**src/rtl/gpio_ctrl_pkg.sv**
```systemverilog
package gpio_ctrl_pkg;
  localparam int unsigned DEF_PINS   = 94;
  localparam int unsigned WORD_W     = 32;
  localparam int unsigned DEF_ADDR_W = 12;

  // byte offsets of the register groups
  localparam int unsigned OWN_OFF  = 32'h000;
  localparam int unsigned LSEL_OFF = 32'h07C;
  localparam int unsigned IEN_OFF  = 32'h090;
  localparam int unsigned CFG_OFF  = 32'h100;

  // field positions inside the per-pin words
  localparam int unsigned C1_OUT = 31;
  localparam int unsigned C1_IN  = 30;
  localparam int unsigned C1_DIR = 2;
  localparam int unsigned C1_SEL = 0;
  localparam int unsigned C2_DIS = 2;

  function automatic int unsigned words_for(int unsigned nbits);
    return (nbits + WORD_W - 1) / WORD_W;
  endfunction

  typedef struct packed {
    logic       out_lvl;
    logic       dir_in;
    logic       gpio_sel;
    logic       sense_dis;
    logic [1:0] pull;
  } pin_cfg_t;
endpackage

```
**src/rtl/gpio_reg_port.sv**
```systemverilog
module gpio_reg_port #(
  parameter int unsigned DW = 32
) (
  input  logic          clk,
  input  logic          rst_n,
  input  logic          req_valid,
  output logic          req_ready,
  input  logic          rsp_ready,
  output logic          rsp_valid,
  input  logic [DW-1:0] rd_next,
  output logic [DW-1:0] rsp_rdata,
  output logic          accept
);
  logic          rsp_valid_q;
  logic [DW-1:0] rdata_q;

  assign req_ready = !rsp_valid_q || rsp_ready;
  assign accept    = req_valid && req_ready;
  assign rsp_valid = rsp_valid_q;
  assign rsp_rdata = rdata_q;

  always_ff @(posedge clk or negedge rst_n) begin
    if (!rst_n) begin
      rsp_valid_q <= 1'b0;
      rdata_q     <= '0;
    end else if (accept) begin
      rsp_valid_q <= 1'b1;
      rdata_q     <= rd_next;
    end else if (rsp_ready) begin
      rsp_valid_q <= 1'b0;
    end
  end


  rsp_hold_chk: assert property (@(posedge clk) disable iff (!rst_n)
    rsp_valid && !rsp_ready |=> rsp_valid && $stable(rsp_rdata));


  rsp_after_accept_chk: assert property (@(posedge clk) disable iff (!rst_n)
    req_valid && req_ready |=> rsp_valid);
endmodule

```
**src/rtl/gpio_bitmap_bank.sv**
```systemverilog
module gpio_bitmap_bank
  import gpio_ctrl_pkg::*;
#(
  parameter int unsigned NUM_BITS = DEF_PINS,
  parameter logic        RST_VAL  = 1'b0,
  localparam int unsigned NWORDS  = words_for(NUM_BITS),
  localparam int unsigned IDX_W   = (NWORDS > 1) ? $clog2(NWORDS) : 1
) (
  input  logic                clk,
  input  logic                rst_n,
  input  logic [IDX_W-1:0]    word_idx,
  input  logic                wr_en,
  input  logic [WORD_W-1:0]   wr_data,
  output logic [NUM_BITS-1:0] bits,
  output logic [WORD_W-1:0]   rd_data
);
  logic [NUM_BITS-1:0]        bits_q;
  logic [NWORDS*WORD_W-1:0]   padded;

  always_ff @(posedge clk or negedge rst_n) begin
    if (!rst_n) begin
      bits_q <= {NUM_BITS{RST_VAL}};
    end else if (wr_en) begin
      for (int b = 0; b < int'(NUM_BITS); b++) begin
        if (int'(word_idx) == b / int'(WORD_W))
          bits_q[b] <= wr_data[b % int'(WORD_W)];
      end
    end
  end

  assign padded = {{(NWORDS*WORD_W-NUM_BITS){1'b0}}, bits_q};

  always_comb begin
    rd_data = '0;
    for (int w = 0; w < int'(NWORDS); w++) begin
      if (int'(word_idx) == w) rd_data = padded[w*WORD_W +: WORD_W];
    end
  end

  assign bits = bits_q;


  bank_hold_chk: assert property (@(posedge clk) disable iff (!rst_n)
    !wr_en |=> $stable(bits_q));
endmodule

```
**src/rtl/gpio_pin_cell.sv**
```systemverilog
module gpio_pin_cell
  import gpio_ctrl_pkg::*;
(
  input  logic              clk,
  input  logic              rst_n,
  input  logic              wr_c1,
  input  logic              wr_c2,
  input  logic              wd_out,
  input  logic              wd_dir,
  input  logic              wd_sel,
  input  logic              wd_dis,
  input  logic [1:0]        wd_pull,
  input  logic              pad_in,
  input  logic              native_out,
  output logic [WORD_W-1:0] c1_rd,
  output logic [WORD_W-1:0] c2_rd,
  output logic              pad_out,
  output logic              pad_oe,
  output logic              sensed,
  output logic [1:0]        pull
);
  pin_cfg_t cfg_q;
  logic     sync1_q, sync2_q;

  always_ff @(posedge clk or negedge rst_n) begin
    if (!rst_n) begin
      cfg_q <= '{out_lvl: 1'b0, dir_in: 1'b1, gpio_sel: 1'b0,
                 sense_dis: 1'b1, pull: 2'b00};
    end else begin
      if (wr_c1) begin
        cfg_q.out_lvl  <= wd_out;
        cfg_q.dir_in   <= wd_dir;
        cfg_q.gpio_sel <= wd_sel;
      end
      if (wr_c2) begin
        cfg_q.sense_dis <= wd_dis;
        cfg_q.pull      <= wd_pull;
      end
    end
  end

  always_ff @(posedge clk or negedge rst_n) begin
    if (!rst_n) begin
      sync1_q <= 1'b0;
      sync2_q <= 1'b0;
    end else begin
      sync1_q <= pad_in;
      sync2_q <= sync1_q;
    end
  end

  assign sensed  = sync2_q && !cfg_q.sense_dis;
  assign pad_oe  = cfg_q.gpio_sel && !cfg_q.dir_in;
  assign pad_out = cfg_q.gpio_sel ? cfg_q.out_lvl : native_out;
  assign pull    = cfg_q.pull;

  always_comb begin
    c1_rd         = '0;
    c1_rd[C1_OUT] = cfg_q.out_lvl;
    c1_rd[C1_IN]  = sensed;
    c1_rd[C1_DIR] = cfg_q.dir_in;
    c1_rd[C1_SEL] = cfg_q.gpio_sel;
    c2_rd         = '0;
    c2_rd[C2_DIS] = cfg_q.sense_dis;
    c2_rd[1:0]    = cfg_q.pull;
  end


  cfg_hold_chk: assert property (@(posedge clk) disable iff (!rst_n)
    !wr_c1 && !wr_c2 |=> $stable(cfg_q));


  sense_lat_chk: assert property (@(posedge clk) disable iff (!rst_n)
    !cfg_q.sense_dis && $past(!cfg_q.sense_dis) |-> sensed == $past(pad_in, 2));
endmodule

```
**src/rtl/gpio_bank_ctrl.sv**
```systemverilog
module gpio_bank_ctrl
  import gpio_ctrl_pkg::*;
#(
  parameter int unsigned NUM_PINS = DEF_PINS,
  parameter int unsigned ADDR_W   = DEF_ADDR_W
) (
  input  logic                  clk,
  input  logic                  rst_n,
  input  logic                  req_valid,
  output logic                  req_ready,
  input  logic                  req_write,
  input  logic [ADDR_W-1:0]     req_addr,
  input  logic [WORD_W-1:0]     req_wdata,
  output logic                  rsp_valid,
  input  logic                  rsp_ready,
  output logic [WORD_W-1:0]     rsp_rdata,
  input  logic [NUM_PINS-1:0]   pad_in,
  input  logic [NUM_PINS-1:0]   native_out,
  output logic [NUM_PINS-1:0]   pad_out,
  output logic [NUM_PINS-1:0]   pad_oe,
  output logic [NUM_PINS-1:0]   sense_lvl,
  output logic [NUM_PINS-1:0]   irq_en,
  output logic                  irq_line_sel,
  output logic [NUM_PINS-1:0]   own_map,
  output logic [2*NUM_PINS-1:0] pull_sel
);
  localparam int unsigned NWORDS = words_for(NUM_PINS);
  localparam int unsigned IDX_W  = (NWORDS > 1) ? $clog2(NWORDS) : 1;
  localparam int unsigned PIN_W  = (NUM_PINS > 1) ? $clog2(NUM_PINS) : 1;
  localparam int unsigned WA_W   = ADDR_W - 2;
  localparam int unsigned OWN_W0 = OWN_OFF / 4;
  localparam int unsigned IEN_W0 = IEN_OFF / 4;
  localparam int unsigned LSEL_W = LSEL_OFF / 4;
  localparam int unsigned CFG_W0 = CFG_OFF / 4;

  // ---------------- address decode ----------------
  logic [WA_W-1:0]  waddr, own_rel, ien_rel, cfg_rel;
  logic             aligned, own_hit, ien_hit, lsel_hit, cfg_hit, any_hit;
  logic [PIN_W-1:0] pin_idx;

  assign waddr    = req_addr[ADDR_W-1:2];
  assign aligned  = (req_addr[1:0] == 2'b00);
  assign own_rel  = waddr - WA_W'(OWN_W0);
  assign ien_rel  = waddr - WA_W'(IEN_W0);
  assign cfg_rel  = waddr - WA_W'(CFG_W0);
  assign own_hit  = aligned && (own_rel < WA_W'(NWORDS));
  assign ien_hit  = aligned && (ien_rel < WA_W'(NWORDS));
  assign lsel_hit = aligned && (waddr == WA_W'(LSEL_W));
  assign cfg_hit  = aligned && (cfg_rel < WA_W'(2*NUM_PINS));
  assign any_hit  = own_hit || ien_hit || lsel_hit || cfg_hit;
  assign pin_idx  = cfg_rel[PIN_W:1];

  // ---------------- register port ----------------
  logic              accept, wr_acc;
  logic [WORD_W-1:0] rd_next;

  gpio_reg_port #(.DW(WORD_W)) u_port (
    .clk       (clk),
    .rst_n     (rst_n),
    .req_valid (req_valid),
    .req_ready (req_ready),
    .rsp_ready (rsp_ready),
    .rsp_valid (rsp_valid),
    .rd_next   (rd_next),
    .rsp_rdata (rsp_rdata),
    .accept    (accept)
  );

  assign wr_acc = accept && req_write;

  // ---------------- bitmap banks ----------------
  logic [WORD_W-1:0] own_rd, ien_rd;

  gpio_bitmap_bank #(.NUM_BITS(NUM_PINS), .RST_VAL(1'b1)) u_own (
    .clk      (clk),
    .rst_n    (rst_n),
    .word_idx (own_rel[IDX_W-1:0]),
    .wr_en    (wr_acc && own_hit),
    .wr_data  (req_wdata),
    .bits     (own_map),
    .rd_data  (own_rd)
  );

  gpio_bitmap_bank #(.NUM_BITS(NUM_PINS), .RST_VAL(1'b0)) u_ien (
    .clk      (clk),
    .rst_n    (rst_n),
    .word_idx (ien_rel[IDX_W-1:0]),
    .wr_en    (wr_acc && ien_hit),
    .wr_data  (req_wdata),
    .bits     (irq_en),
    .rd_data  (ien_rd)
  );

  // ---------------- line selector ----------------
  logic line_sel_q;

  always_ff @(posedge clk or negedge rst_n) begin
    if (!rst_n)                  line_sel_q <= 1'b0;
    else if (wr_acc && lsel_hit) line_sel_q <= req_wdata[0];
  end

  assign irq_line_sel = line_sel_q;

  // ---------------- per-pin cells ----------------
  logic [WORD_W-1:0] c1_rd [NUM_PINS];
  logic [WORD_W-1:0] c2_rd [NUM_PINS];

  for (genvar p = 0; p < int'(NUM_PINS); p++) begin : g_pin
    logic sel_me;
    assign sel_me = wr_acc && cfg_hit && (pin_idx == PIN_W'(p));

    gpio_pin_cell u_cell (
      .clk        (clk),
      .rst_n      (rst_n),
      .wr_c1      (sel_me && !cfg_rel[0]),
      .wr_c2      (sel_me && cfg_rel[0]),
      .wd_out     (req_wdata[C1_OUT]),
      .wd_dir     (req_wdata[C1_DIR]),
      .wd_sel     (req_wdata[C1_SEL]),
      .wd_dis     (req_wdata[C2_DIS]),
      .wd_pull    (req_wdata[1:0]),
      .pad_in     (pad_in[p]),
      .native_out (native_out[p]),
      .c1_rd      (c1_rd[p]),
      .c2_rd      (c2_rd[p]),
      .pad_out    (pad_out[p]),
      .pad_oe     (pad_oe[p]),
      .sensed     (sense_lvl[p]),
      .pull       (pull_sel[2*p +: 2])
    );
  end

  // ---------------- read mux ----------------
  always_comb begin
    rd_next = '0;
    if (!req_write) begin
      if (own_hit)       rd_next = own_rd;
      else if (ien_hit)  rd_next = ien_rd;
      else if (lsel_hit) rd_next = {{(WORD_W-1){1'b0}}, line_sel_q};
      else if (cfg_hit)  rd_next = cfg_rel[0] ? c2_rd[pin_idx] : c1_rd[pin_idx];
    end
  end

  // tracks whether the pending response must carry zero data
  logic zero_rsp_q;
  always_ff @(posedge clk or negedge rst_n) begin
    if (!rst_n)      zero_rsp_q <= 1'b1;
    else if (accept) zero_rsp_q <= req_write || !any_hit;
  end


  unmapped_zero_chk: assert property (@(posedge clk) disable iff (!rst_n)
    rsp_valid && zero_rsp_q |-> rsp_rdata == '0);
endmodule

```
**config.mk**
```make
export PLATFORM = sky130hd
export DESIGN_NAME = gpio_bank_ctrl
export DESIGN_NICKNAME = d
export VERILOG_FILES = /design/src/rtl/gpio_ctrl_pkg.sv /design/src/rtl/gpio_reg_port.sv /design/src/rtl/gpio_bitmap_bank.sv /design/src/rtl/gpio_pin_cell.sv /design/src/rtl/gpio_bank_ctrl.sv
export SDC_FILE = /design/constraint.sdc
export NUM_CORES = 2
export LEC_CHECK = 0
export BUFFER_PORTS_ARGS = -buffer_cell sky130_fd_sc_hd__buf_2
export CAP_MARGIN = 10
export CORE_MARGIN = 5
export CORE_UTILIZATION = 40
export DETAILED_ROUTE_END_ITERATION = 8
export PLACE_DENSITY = 0.64
export SYNTH_ARGS = -nofsm -noshare
export SYNTH_HDL_FRONTEND = slang
export SYNTH_HIERARCHICAL = 1
export SYNTH_SLANG_ARGS = --single-unit
```
**constraint.sdc**
```tcl
create_clock -name clk -period 3.2 [get_ports clk]
set_input_delay 0.64 -clock clk [delete_from_list [all_inputs] [get_ports clk]]
set_output_delay 0.64 -clock clk [all_outputs]
set_load 0.01 [all_outputs]
```
# Word-level counts from Yosys, hierarchy flattened

Index checks and enable logic that the tools add are counted.

Flip-flop bits (word level): 974
Bits of input ports: 237
Output and inout bits: 693

Add/subtract/negate cells: 2
Magnitude comparators: 4
Equality and inequality tests: 98
Multiplexer cells: 114
Bitwise gates (word level): 1
Reductions and logical operators: 682

Operators with widths:

| cell                                                                  | number |
|---|---|
| 32-bit 2-to-1 mux                                                     | 16 |
| 1-bit logical AND                                                     | 480 |
| 32-bit binary-select mux with 7-bit select                            | 2 |
| 7-bit by 6-bit == test with 1-bit output, second input constant       | 32 |
| 7-bit == test, second input constant                                  | 30 |
| 1-bit zero test                                                       | 190 |
| 7-bit by 5-bit == test with 1-bit output, second input constant       | 16 |
| 1-bit 2-to-1 mux                                                      | 96 |
| 7-bit by 4-bit == test with 1-bit output, second input constant       | 8 |
| 7-bit by 3-bit == test with 1-bit output, second input constant       | 4 |
| 10-bit by 2-bit < comparator with 1-bit output, second input constant | 2 |
| 7-bit by 2-bit == test with 1-bit output, second input constant       | 2 |
| 2-bit AND reduction                                                   | 6 |
| 10-bit by 5-bit == test with 1-bit output, second input constant      | 1 |
| 10-bit by 8-bit < comparator with 1-bit output, second input constant | 1 |
| 10-bit by 6-bit subtractor with 10-bit output, second input constant  | 1 |
| 10-bit by 7-bit subtractor with 10-bit output, second input constant  | 1 |
| 2-bit == test, second input constant                                  | 4 |
| 8-bit greater-or-equal comparator, second input constant              | 1 |
| 7-bit NOT with 8-bit output                                           | 1 |
| 7-bit by 1-bit == test with 1-bit output, second input constant       | 1 |
| 7-bit zero test                                                       | 1 |
| 2-bit zero test                                                       | 3 |
| 2-bit nonzero test                                                    | 1 |
| 1-bit logical OR                                                      | 1 |

# Depth between registers and ports, before layout

Depth in word-level cells: 11
Depth in mapped cells: 16
Mapped depth without buffers: 10

# By module

The synthesis kept the hierarchy.

Modules (own cells, without submodules):

| module                    | times used | cells an instance | area an instance (um^2) | seq. area each (um^2) |
|---|---|---|---|---|
| gpio_pin_cell             | 94         | 78                | 748.2                   | 202.7 |
| gpio_bank_ctrl            | 1          | 3605              | 49972.9                 | 25.0 |
| gpio_bitmap_bank at u_own | 1          | 276               | 4290.4                  | 2469.9 |
| gpio_bitmap_bank at u_ien | 1          | 276               | 4172.8                  | 2352.3 |
| gpio_reg_port             | 1          | 72                | 1363.8                  | 825.8 |

# Least setup slack after synthesis

Ideal clock, no wire load.

Path kind: in2reg
Start: input port req_addr[8]
End: register, netlist name g_pin[42].u_cell/pull[0]
Arrival time: 4.175 ns
Required time: 3.072 ns
Setup slack: -1.102 ns
Stages on the path: 15
Cell sequence: clkbuf_1 -> inv_1 -> buf_1 -> buf_1 -> clkbuf_1 -> ha_1 -> xnor2_1 -> o2111a_1 -> clkbuf_1 -> nand3_1 -> nor3b_1 -> nand2_1 -> clkbuf_1 -> nor2_1 -> mux2_1

Cells in the longest elaborated chain, start to end: 6
Elaborated cells between the ends (all ways): 7
Classes of those cells: 1 x add/sub; 1 x order compare; 1 x eq/ne; 4 x reduce/logical

Ends and longest elaborated chain:

| what                                              | line                  | RTL |
|---|---|---|
| start: declaration                                | gpio_bank_ctrl.sv:12  | `input logic [ADDR_W-1:0] req_addr,` |
| 10-bit by 7-bit subtractor with 10-bit output (*) | gpio_bank_ctrl.sv:45  | `assign cfg_rel = waddr - WA_W'(CFG_W0);` |
| 10-bit by 8-bit < comparator with 1-bit output    | gpio_bank_ctrl.sv:49  | `assign cfg_hit = aligned && (cfg_rel < WA_W'(2*NUM_PINS));` |
| 1-bit logical AND                                 | gpio_bank_ctrl.sv:49  |  |
| 1-bit logical AND                                 | gpio_bank_ctrl.sv:110 | `assign sel_me = wr_acc && cfg_hit && (pin_idx == PIN_W'(p));` |
| 1-bit logical AND (*)                             | gpio_bank_ctrl.sv:110 |  |
| 1-bit logical AND (*)                             | gpio_bank_ctrl.sv:116 | `.wr_c2 (sel_me && cfg_rel[0]),` |

Mark *: on every way between the ends. The rest lies on a longest branch, timed or not.
A chain may end at the register's enable or synchronous reset.

# Worst setup path after layout

Start: register g_pin[85].u_cell.cfg_q (netlist bit g_pin[85].u_cell/c2_rd[2])
End: register u_port.rdata_q[30] (netlist: u_port/rsp_rdata[30])

Cells in the longest elaborated chain, start to end: 11

Ends and longest elaborated chain:

| what                                                 | line                  | RTL |
|---|---|---|
| start: declaration                                   | gpio_pin_cell.sv:22   | `pin_cfg_t cfg_q;` |
| start signal: assignment                             | gpio_pin_cell.sv:27   | `cfg_q <= '{out_lvl: 1'b0, dir_in: 1'b1, gpio_sel: 1'b0,` |
| 1-bit zero test                                      | gpio_pin_cell.sv:52   | `assign sensed = sync2_q && !cfg_q.sense_dis;` |
| 1-bit logical AND                                    | gpio_pin_cell.sv:52   |  |
| 32-bit binary-select mux with 7-bit select           | gpio_bank_ctrl.sv:140 | `else if (cfg_hit) rd_next = cfg_rel[0] ? c2_rd[pin_idx] : c1_rd[pin_idx];` |
| 32-bit 2-to-1 mux (not written as such) (2 in a row) | gpio_bank_ctrl.sv:140 |  |
| 32-bit 2-to-1 mux (2 in a row)                       | gpio_bank_ctrl.sv:140 |  |
| 32-bit 2-to-1 mux                                    | gpio_bank_ctrl.sv:139 | `else if (lsel_hit) rd_next = {{(WORD_W-1){1'b0}}, line_sel_q};` |
| 32-bit 2-to-1 mux                                    | gpio_bank_ctrl.sv:138 | `else if (ien_hit) rd_next = ien_rd;` |
| 32-bit 2-to-1 mux                                    | gpio_bank_ctrl.sv:137 | `if (own_hit) rd_next = own_rd;` |
| 32-bit 2-to-1 mux                                    | gpio_bank_ctrl.sv:136 | `if (!req_write) begin` |
| net rd_next[30]                                      | gpio_bank_ctrl.sv:55  | `logic [WORD_W-1:0] rd_next;` |
| end signal: assignment                               | gpio_reg_port.sv:28   | `rdata_q <= rd_next;` |
| end: declaration                                     | gpio_reg_port.sv:15   | `logic [DW-1:0] rdata_q;` |

The timed path passes the listed nets, and every way through them passes these cells. The select of a mux whose other input is x is not followed.

==> key figures <==
Clock network
  • Htree depth: 3
  • Sink Count: slightly below 1,000
  • CTS tree: built
  • Clock buffer depth: 4
  • Clk slew on worst S/H paths: ~0.060 ns
  • Clock Latency Late Sink: between 0.8 and 0.9 ns
  • Number of buffers created by CTS: ~110
  • Root Driver: clkbuf_16

Timing
  • Worst-margin pin slew: around 1.4 ns
  • Max Clock Skew: 0.0711 ns
  • Final worst path period need: around 3 ns
  • Final setup margin: between 0.1 and 0.15 ns
  • Relative slew slack: ~3.7%
  • Final Cycle Share: a little over nine tenths
  • Setup TNS: 0 ns
  • FMAX: 0.324 GHz
  • Final Hold Viols: 0
  • Slew Viols, Final: 0
  • Final setup viols: 0

Drt
  • Number of remaining DRC errors: 0
  • Metal1 wirelength: between 100,000 and 150,000 µm
  • Via density: 4.45
  • DRT Pass-1 Iters: 9
  • Via count: around 75,000
  • WL per Instance: around 20 µm
  • DR top layer: met5
  • Met2 wire length: 163,000 µm
  • Routed wire length: between 300,000 and 400,000 µm
  • Initial detailed-routing violation count: around 5,500
  • Routed Antenna Nets: 0
  • Met3 WL: between 20,000 and 30,000 µm

Yosys
  • YS warnings: 6
  • Synth Register Bits: 974
  • EDFF count, synth: 0
  • Avg Inst Size Synth: 11.3 µm²
  • Post-synth cell types: 76
  • Sequential share of the synthesized area: about a fifth
  • Mapped Cells: 11,561
  • Async SR Flop Fraction: 100%
  • Synthesized cell area: 130,000 µm²
  • Main synth FF type: dfrtp_1

Worst setup path
  • Worst path bufs/invs: 2
  • CP cell instances: nor2b_1, mux4_2, a222oi_1, buf_4, o21ai_1, a22o_1, a2111oi_4, buf_4, nor4_1, mux2_4
  • Worst-path fanout max: 3
  • CP endpoint kind: flop
  • Crit path max-delay family: compound AO/OA/AOI/OAI gates
  • Arrival time at the worst endpoint: approximately 3.8 ns
  • Setup CP Type: flop to flop
  • Critical Path RT: just under 4 ns
  • CP max stage cell: dfstp_2
  • CP Launch Type: flop
  • Slowest Stage Delay on Critical Path: 0.56 ns
  • Crit-path most repeated cell: buf_4
  • Reg-to-reg slack, setup: about 0.11 ns

Global route
  • Vias in the first global route: 75,509
  • Largest net degree at the start of global routing: 220
  • First-pass GRT wire length: approximately 500,000 µm
  • Total track usage: between 20 and 25%
  • Initial antenna violation count: 40
  • Overflow after GRT: 0

Pwr
  • Total Power: 34.9 mW
  • Leakage Power: between 60 and 70 nW
  • VDD IR max: approximately 0.41 mV
  • Pwr Density: 275 nW/µm²

Final layout
  • Fillcell total: 31,972
  • Share of cells above drive strength 1: between 30% and 40%
  • Fin cells: 16,880
  • Area delta synth->final: -2.75%
  • Fin nets: ~13,000

Placement
  • Placed Cells: approximately 17,000
  • DP HPWL: ~270,000 µm
  • IO Port Bufs: between 900 and 1,000
  • Final estimated routing congestion in global placement: 0.925
  • Pre-CTS setup slack: -1.06 ns

Floorplanning
  • I/O pin total: 930
  • Die Area: ~340,000 µm²
  • Die X-Extent: ~580 µm
  • # rows: between 200 and 250
  • Effective utilization at floorplan: around two fifths
  • Core ar.: 324,000 µm²
  • Die H: 580 µm

Min path
  • HP Class: input port to flop

Job
  • Max-cap violations: 0

Status
  • Status: complete, no violations
==> metal layers <==
layer | vias to the layer above | GRT usage (%)
li1 | 32827 | -
met1 | 39031 | 24.8
met2 | 2668 | 33.4
met3 | 615 | 3.84
met4 | 24 | 10.1
met5 | - | 0
==> final timing paths <==
check | startpoint | end | cells after the start
setup / recovery | g_pin[85].u_cell/c2_rd[2] | u_port/rsp_rdata[30] | 10
hold reg to reg | g_pin[72].u_cell/sync1_q | g_pin[72].u_cell/sync2_q | 0
hold / removal | req_wdata[5] | u_ien/bits[5] | 2
min in group asynchronous | rst_n | g_pin[7].u_cell/sync1_q | 2
max in group asynchronous | rst_n | u_own/bits[91] | 4
setup reg to reg | g_pin[85].u_cell/c2_rd[2] | u_port/rsp_rdata[30] | 10
==> cell usage after synthesis, drive strengths merged, types with 5 or more instances <==
cell type | n | area (µm²)
a211oi | 69 | 518
a2bb2oi | 5 | 43.8
dfrtp | 692 | 17300
a2111oi | 17 | 149
o22a | 5 | 43.8
a221o | 6 | 60.1
nor4 | 14 | 93.8
nor2b | 219 | 1370
o21ai | 50 | 250
o2bb2ai | 61 | 534
nand2b | 17 | 114
a22o | 22 | 193
conb | 94 | 353
nand4 | 9 | 56.3
o211ai | 32 | 240
mux2i | 292 | 2920
a31oi | 26 | 163
o2111ai | 18 | 158
nor2 | 266 | 998
nor3b | 6 | 67.6
o21bai | 5 | 37.5
nand2 | 141 | 537
o221ai | 6 | 52.6
nor3 | 36 | 180
o22ai | 48 | 300
clkbuf | 187 | 702
nand3b | 5 | 62.6
a211o | 10 | 87.6
mux2 | 907 | 10300
o311ai | 8 | 70.1
a21oi | 54 | 270
a22oi | 62 | 465
and2 | 11 | 68.8
nand3 | 27 | 135
a221oi | 20 | 175
dfstp | 282 | 7410
mux4 | 1669 | 37600
a222oi | 59 | 591
buf | 6059 | 45000
==> power breakdown <==
| group | leakage [nW] | internal (mW) | total [mW] | switching [mW] |
|---|---|---|---|---|
| sequential | 12.1 | 12.5 | 12.6 | 0.0755 |
| clock | 1.80 | 7.49 | 13.2 | 5.67 |
| combinational | 46.8 | 4.68 | 9.15 | 4.46 |
| total | 60.7 | 24.7 | 34.9 | 10.2 |
==> cell type report <==
class	instances	area, µm²	share of cell area, %
multi-input combinational	9602	80200	63.3
sequential	974	24700	19.5
timing repair buffer	1751	12500	9.90
tap	4325	5410	4.28
clock buffer	153	3080	2.43
clock inverter	52	592	0.468
antenna	20	50.0	0.0395
inverter	3	12.5	0.00989
==> metrics by stage <==
step / hold slack, ns / util [%] / instance area, µm²
final: 0.0916 / 39.1 / 127000
after CTS: 0.0187 / 39.0 / 126000
after detailed placement: 0.335 / 37.6 / 122000
after global routing: 0.0488 / 39.0 / 127000
after global placement: 0.332 / 37.6 / 122000
after floorplan: 0.331 / - / 151000
==> flip-flops by register name (all words and copies together) (netlist names) <==
register,count
g_pin.u_cell/sync1_q,94
u_port/rsp_rdata,32
u_own/bits,94
irq_line_sel,1
g_pin.u_cell/sync2_q,94
u_ien/bits,94
g_pin.u_cell/c1_rd,282
g_pin.u_cell/pull,188
g_pin.u_cell/c2_rd,94
u_port/rsp_valid,1
==> cells by family after synthesis <==
group,synth area share (%)
XOR/XNOR,0.0135
multiplexers,39.1
buffers and inverters,35.2
other,0.271
adder cells (fa/ha/maj),0.0288
AO/OA/AOI/OAI,3.53
AND/OR/NAND/NOR,2.93
flip-flops,19.0
==> what timing repair did <==
item / CTS / global route
pin swaps: 1 / 0
endpoints found under the hold margin: 120 / 0
setup endpoints to repair: 2 / 1
buffers inserted: 0 / 1
hold buffers: 96 / 0
resized for setup: 9 / 0
==> worst reg2reg max path, cell delays in order, from the launching register on <==
cell,delay [ns]
dfstp_2,0.56
nor2b_1,0.12
mux4_2,0.48
a222oi_1,0.31
buf_4,0.17
o21ai_1,0.10
a22o_1,0.39
a2111oi_4,0.37
buf_4,0.16
nor4_1,0.04
mux2_4,0.28
==> placed cells by master (no fill, tap or decap), types with 48 or more instances in the layout <==
master and n:
conb_1 5358, mux4_2 1669, buf_2 917, dfrtp_1 692
mux2_1 664, buf_4 620, mux2i_1 287, dfstp_2 282
mux2_2 212, nor2b_1 211, nor2_1 157, nand2_1 122
clkbuf_16 111, buf_12 111, dlygate4sd3_1 96, nor2_2 77
a211oi_1 69, a22oi_1 61, o2bb2ai_1 61, a222oi_1 59
a21oi_1 53, o22ai_1 48, o21ai_0 48
Note: power is estimated with default switching activity, not from simulation.
